[src/rtl/acc_cpu_pkg.sv]
package acc_cpu_pkg;

  localparam int OPC_HALT  = 4'h0;
  localparam int OPC_LOAD  = 4'h1;
  localparam int OPC_STORE = 4'h2;
  localparam int OPC_ADD   = 4'h5;
  localparam int OPC_RETI  = 4'hE;

  typedef enum logic [2:0] {
    PH_FREQ = 3'd0,   // fetch read request
    PH_FCAP = 3'd1,   // fetch data capture
    PH_EXEC = 3'd2,   // execute / operand request
    PH_DCAP = 3'd3,   // operand data capture
    PH_ICHK = 3'd4,   // interrupt check
    PH_HALT = 3'd5
  } phase_t;

endpackage

[src/rtl/acc_cpu_seq.sv]
module acc_cpu_seq
  import acc_cpu_pkg::*;
(
  input  logic   clk,
  input  logic   rst,
  input  logic   fetch_halt_i,
  input  logic   exec_reads_i,
  output phase_t phase_o
);

  phase_t nxt;

  always_comb begin
    nxt = phase_o;
    unique case (phase_o)
      PH_FREQ: nxt = PH_FCAP;
      PH_FCAP: nxt = fetch_halt_i ? PH_HALT : PH_EXEC;
      PH_EXEC: nxt = exec_reads_i ? PH_DCAP : PH_ICHK;
      PH_DCAP: nxt = PH_ICHK;
      PH_ICHK: nxt = PH_FREQ;
      PH_HALT: nxt = PH_HALT;
      default: nxt = PH_FREQ;
    endcase
  end

  always_ff @(posedge clk) begin
    if (rst) phase_o <= PH_FREQ;
    else     phase_o <= nxt;
  end

endmodule

[src/rtl/acc_cpu_irq.sv]
module acc_cpu_irq #(
  parameter int ADDR_W = 12
) (
  input  logic              clk,
  input  logic              rst,
  input  logic              irq_i,
  input  logic              chk_i,
  input  logic              reti_i,
  input  logic [ADDR_W-1:0] pc_i,
  output logic              take_o,
  output logic [ADDR_W-1:0] saved_o
);

  logic pend, ie;

  assign take_o = chk_i && ie && pend;

  always_ff @(posedge clk) begin
    if (rst) begin
      pend    <= 1'b0;
      ie      <= 1'b1;
      saved_o <= '0;
    end else begin
      pend <= (pend && !take_o) || irq_i;
      if (take_o) begin
        saved_o <= pc_i;
        ie      <= 1'b0;
      end else if (reti_i) begin
        ie <= 1'b1;
      end
    end
  end

  assert_pend_hold_R7: assert property (@(posedge clk) disable iff (rst)
    (pend && !take_o) |=> pend);

  assert_mask_after_take_R6: assert property (@(posedge clk) disable iff (rst)
    take_o |=> (!ie && saved_o == $past(pc_i)));

endmodule

[src/rtl/acc_cpu_alu.sv]
module acc_cpu_alu #(
  parameter int WORD_W = 16
) (
  input  logic              clk,
  input  logic              rst,
  input  logic              cap_i,
  input  logic              add_i,
  input  logic [WORD_W-1:0] rdata_i,
  output logic [WORD_W-1:0] acc_o
);

  always_ff @(posedge clk) begin
    if (rst)             acc_o <= '0;
    else if (cap_i) begin
      if (add_i)         acc_o <= acc_o + rdata_i;
      else               acc_o <= rdata_i;
    end
  end

endmodule

[src/rtl/acc_cpu.sv]
module acc_cpu
  import acc_cpu_pkg::*;
#(
  parameter int              WORD_W       = 16,
  parameter int              ADDR_W       = 12,
  parameter logic [ADDR_W-1:0] HANDLER_ADDR = 'hF00
) (
  input  logic              clk,
  input  logic              rst,
  output logic [ADDR_W-1:0] mem_addr,
  output logic              mem_rd,
  output logic              mem_wr,
  output logic [WORD_W-1:0] mem_wdata,
  input  logic [WORD_W-1:0] mem_rdata,
  input  logic              irq,
  output logic              halted
);

  localparam int OP_W = WORD_W - ADDR_W;

  phase_t            phase;
  logic [ADDR_W-1:0] pc, saved_pc, opnd;
  logic [WORD_W-1:0] ir, acc;
  logic [OP_W-1:0]   fetch_op, exec_op;
  logic              is_load, is_store, is_add, is_reti, take;

  assign fetch_op = mem_rdata[WORD_W-1:ADDR_W];
  assign exec_op  = ir[WORD_W-1:ADDR_W];
  assign opnd     = ir[ADDR_W-1:0];
  assign is_load  = exec_op == OP_W'(OPC_LOAD);
  assign is_store = exec_op == OP_W'(OPC_STORE);
  assign is_add   = exec_op == OP_W'(OPC_ADD);
  assign is_reti  = exec_op == OP_W'(OPC_RETI);

  acc_cpu_seq u_seq (
    .clk          (clk),
    .rst          (rst),
    .fetch_halt_i (fetch_op == OP_W'(OPC_HALT)),
    .exec_reads_i (is_load || is_add),
    .phase_o      (phase)
  );

  acc_cpu_irq #(.ADDR_W(ADDR_W)) u_irq (
    .clk     (clk),
    .rst     (rst),
    .irq_i   (irq),
    .chk_i   (phase == PH_ICHK),
    .reti_i  (phase == PH_EXEC && is_reti),
    .pc_i    (pc),
    .take_o  (take),
    .saved_o (saved_pc)
  );

  acc_cpu_alu #(.WORD_W(WORD_W)) u_alu (
    .clk     (clk),
    .rst     (rst),
    .cap_i   (phase == PH_DCAP),
    .add_i   (is_add),
    .rdata_i (mem_rdata),
    .acc_o   (acc)
  );

  always_ff @(posedge clk) begin
    if (rst) begin
      pc <= '0;
      ir <= '0;
    end else begin
      unique case (phase)
        PH_FCAP: begin
          ir <= mem_rdata;
          pc <= pc + 1'b1;
        end
        PH_EXEC: if (is_reti) pc <= saved_pc;
        PH_ICHK: if (take) pc <= HANDLER_ADDR;
        default: ;
      endcase
    end
  end

  assign mem_rd    = (phase == PH_FREQ) || (phase == PH_EXEC && (is_load || is_add));
  assign mem_wr    = (phase == PH_EXEC) && is_store;
  assign mem_addr  = (phase == PH_FREQ) ? pc : opnd;
  assign mem_wdata = acc;
  assign halted    = (phase == PH_HALT);

  assert_rdwr_excl_R12: assert property (@(posedge clk) disable iff (rst)
    !(mem_rd && mem_wr));

  assert_halt_quiet_R9: assert property (@(posedge clk) disable iff (rst)
    halted |-> (!mem_rd && !mem_wr));

  assert_halt_sticky_R9: assert property (@(posedge clk) disable iff (rst)
    halted |=> halted);

  assert_vector_R6: assert property (@(posedge clk) disable iff (rst)
    take |=> (mem_rd && mem_addr == HANDLER_ADDR));

endmodule

[config.mk]
export PLATFORM = sky130hd
export DESIGN_NAME = acc_cpu
export DESIGN_NICKNAME = d
export VERILOG_FILES = /design/src/rtl/acc_cpu_pkg.sv /design/src/rtl/acc_cpu_seq.sv /design/src/rtl/acc_cpu_irq.sv /design/src/rtl/acc_cpu_alu.sv /design/src/rtl/acc_cpu.sv
export SDC_FILE = /design/constraint.sdc
export NUM_CORES = 1
export LEC_CHECK = 0
export ABC_AREA = 1
export BUFFER_PORTS_ARGS = -buffer_cell sky130_fd_sc_hd__buf_2
export CAP_MARGIN = 20
export CORE_AREA = 2 2 66 115
export DETAILED_ROUTE_END_ITERATION = 10
export DIE_AREA = 0 0 68 117
export PLACE_DENSITY = 0.79
export SLEW_MARGIN = 10
export SYNTH_ARGS = -nofsm -noshare
export SYNTH_HDL_FRONTEND = slang
export SYNTH_HIERARCHICAL = 1
export SYNTH_SLANG_ARGS = --single-unit
[constraint.sdc]
create_clock -name clk -period 1.95 [get_ports clk]
set_input_delay 0.39 -clock clk [delete_from_list [all_inputs] [get_ports clk]]
set_output_delay 0.39 -clock clk [all_outputs]
set_load 0.02 [all_outputs]
==> results_dict.tcl <==
set metrics [dict create \
    worst_slew_pin_slew_ns 0.704 \
    r2r-start "u_alu/acc_o[0]" \
    gp_congestion 0.895 \
    multiInputGateArea_um2 2360 \
    synthFlopType "dfxtp_1" \
    yosysSeqAreaShare 0.304 \
    endpoint_kind "output pin" \
    min_period_ns 1.88 \
    synth_cells 652 \
    endpoint "mem_rd" \
    synthDistinctLibCells 35 \
    finClkSkew_ns 0.00330 \
    p_comb_frac 0.453 \
    syn_area_um2 4020 \
    post-dp-hpwl_mm 7.94 \
    rows 41 \
    min_path_type "input port to flop" \
    maxCapViolCount 0 \
    vias_per_cell 5.34 \
    powerDensity_nw_per_um2 1310 \
    r2r_slack_ns 0.09 \
    startpoint "u_seq/phase_o[2]" \
    grt_first_pass_wirelength_mm 18.0 \
    grt.overflow.total 0 \
    grt_pass1_vias 4255 \
    dr.pass1.iters 5 \
    clock-root-buffer "clkbuf_16" \
    ff_latch_area_um2 1220 \
    crit_arrival_ns 1.49 \
    leakagePower_nw 2.34 \
    drive_above_1_share 0.175 \
    synth_edf_count 0 \
    wl_per_cell_um 13.4 \
    grt_antenna_before_repair 0 \
    timing.fmax_ghz 0.531 \
    ant_nets 0 \
    port_buffers 49 \
    path_clk_slew_ns 0.05 \
    first_iter_violations 405 \
    p_sw_frac 0.428 \
    r2r_end "u_alu/acc_o[14]" \
    cts_made_buffers 9 \
    initial_core_util 0.568 \
    drt_wl_total_mm 10.7 \
    antenna_cells 0 \
    fillers 646 \
    finalCritPeriodShare 0.965 \
    yosysWarningCount 6 \
    p_clk_frac 0.256 \
    max-slew-margin-rel 0.530 \
    synth_seq_cells 61 \
    htree_levels 3 \
    cts_max_path_buffers 2 \
    fin_cells 799 \
    rr_worst_depth 12 \
    final_core_util 0.670 \
    synth_async_sr_flop_share 0 \
    grt_start_max_net_pins 29 \
    fin_ws_ns 0.0684 \
    dp_slack_ns -0.0690 \
    synth.net_count 688 \
    seq_power_share 0.291 \
    power.internal_w 0.00356 \
    setup_violations 0 \
    avgSynthCellArea_um2 6.16 \
    critPathLaunchType "flop" \
    dieArea_um2 7960 \
    drcViolationCount 0 \
    switchingPower_w 0.00266 \
    grt_usage 0.297 \
    cts_tree "done" \
    pin_count 50 \
    status "completed" \
    vias 4267 \
    final_net_count 744 \
    required_ns 1.56 \
    core_um2 7080 \
    placedCellCount 781 \
    critical_path_class "flop to output pin" \
    vdd_drop_max_mv 0.786 \
    clock_sinks 61 \
    clk_latency_ns 0.34 \
    die_width_um 68 \
    maxSlewViolCount 0 \
    area_delta_synth_final_pct 18.0 \
    finalHoldViolCount 0 \
    die_y_um 117 \
    path_max_fanout 10 \
]
power groups by stage:
| stage | combinational (W) | clock [W] | sequential, W |
|---|---|---|---|
| 2_1_floorplan | 0.00196 | 0 | 0.00179 |
| 5_1_grt | 0.00315 | 0.00166 | 0.00184 |
| 3_3_place_gp | 0.00266 | 0 | 0.00180 |
| 4_1_cts | 0.00276 | 0.00160 | 0.00179 |
| 3_5_place_dp | 0.00272 | 0 | 0.00182 |
| 6_report | 0.00281 | 0.00159 | 0.00181 |
metal layers:
layer | global-route usage | vias to the layer above | part of all wire
met4 | 0.163 | 0 | 0.034
met2 | 0.552 | 125 | 0.55
met5 | 0 | - | 0
met1 | 0.288 | 1944 | 0.37
met3 | 0.0688 | 29 | 0.047
li1 | - | 2169 | -
layout by cell type, fill, tap and decap left out, types with 5 or more instances in the layout:
cell       Yosys  final
dfxtp_1       61     58
o21ai_1        4      6
nor2_1        76     76
nand2_1      208    207
a21oi_1       50     50
buf_2          8     48
inv_1         81     81
buf_4          1     15
a21oi_2       11     11
nand2_2        6      7
ha_1          16     16
o211ai_1       5      5
clkbuf_16      0      9
inv_2          9      9
o21ai_0       27     25
nand3_1       41     41
Yosys cell counts (5+ instances only):
master    instances  area [µm²]
a21oi_1          50         250
a21oi_2          11        96.3
buf_2             8        40.0
clkbuf_1          9        33.8
dfxtp_1          61        1220
ha_1             16         200
inv_1            81         304
inv_2             9        33.8
nand2_1         208         781
nand2_2           6        37.5
nand3_1          41         205
nor2_1           76         285
o211ai_1          5        37.5
o21ai_0          27         135
repair_timing:
| item | 4_1_cts | 5_1_grt |
|---|---|---|
| gates resized for setup | 1 | 9 |
| hold buffers | 0 | 0 |
| pin swaps | 1 | 1 |
| endpoints found under the setup margin | 6 | 20 |
| buffers inserted | 1 | 1 |
critical path, cell delays in order, from the launching register on:
cell and delay, ns:
dfxtp_2 0.35, inv_2 0.11, nand3_4 0.18, o21ai_0 0.30
buf_2 0.22
registers in the layout, summed over array words and instances (netlist names):
signal and cells:
u_seq/phase_o 3, pc 12, u_alu/acc_o 16, ir 16, u_irq/ie 1, u_irq/saved_o 12, u_irq/pend 1
worst min path at each step:
stage / start / cells after the start / endpoint
floorplan: ir[1] / 2 / ir[1]
global placement: ir[1] / 2 / ir[1]
detailed placement: ir[1] / 2 / ir[1]
CTS: irq / 3 / u_irq/pend
global route: irq / 3 / u_irq/pend
finish: irq / 3 / u_irq/pend
cell families (layout without fill, tap and decap cells):
family | Yosys count | after routing | synth area share
simple gates | 353 | 353 | 0.367
buf+inv | 112 | 173 | 0.114
compound gates | 103 | 103 | 0.146
flops | 61 | 61 | 0.304
fa+ha+maj | 17 | 17 | 0.0548
xor+xnor | 6 | 6 | 0.0131
layout make-up:
cell class,count,area share
well taps,86,0.0227
multi-input cells,479,0.497
repair buffers,66,0.0871
inverters,91,0.0726
clock buffers,11,0.0512
flip-flops and latches,61,0.258
clock inverters,5,0.0106
through the flow:
stage | instance area (µm²) | setup TNS, ns | total power [W] | hold WS [ns]
after global routing | 4740 | -0.000448 | 0.00665 | 0.292
after detailed placement | 4410 | -0.132 | 0.00453 | 0.453
after CTS | 4710 | 0 | 0.00615 | 0.274
after global placement | 4410 | -0.0650 | 0.00446 | 0.447
after floorplan | 4020 | 0 | 0.00376 | 0.430
final | 4740 | 0 | 0.00621 | 0.274
Power figures use the tool's default switching activity.
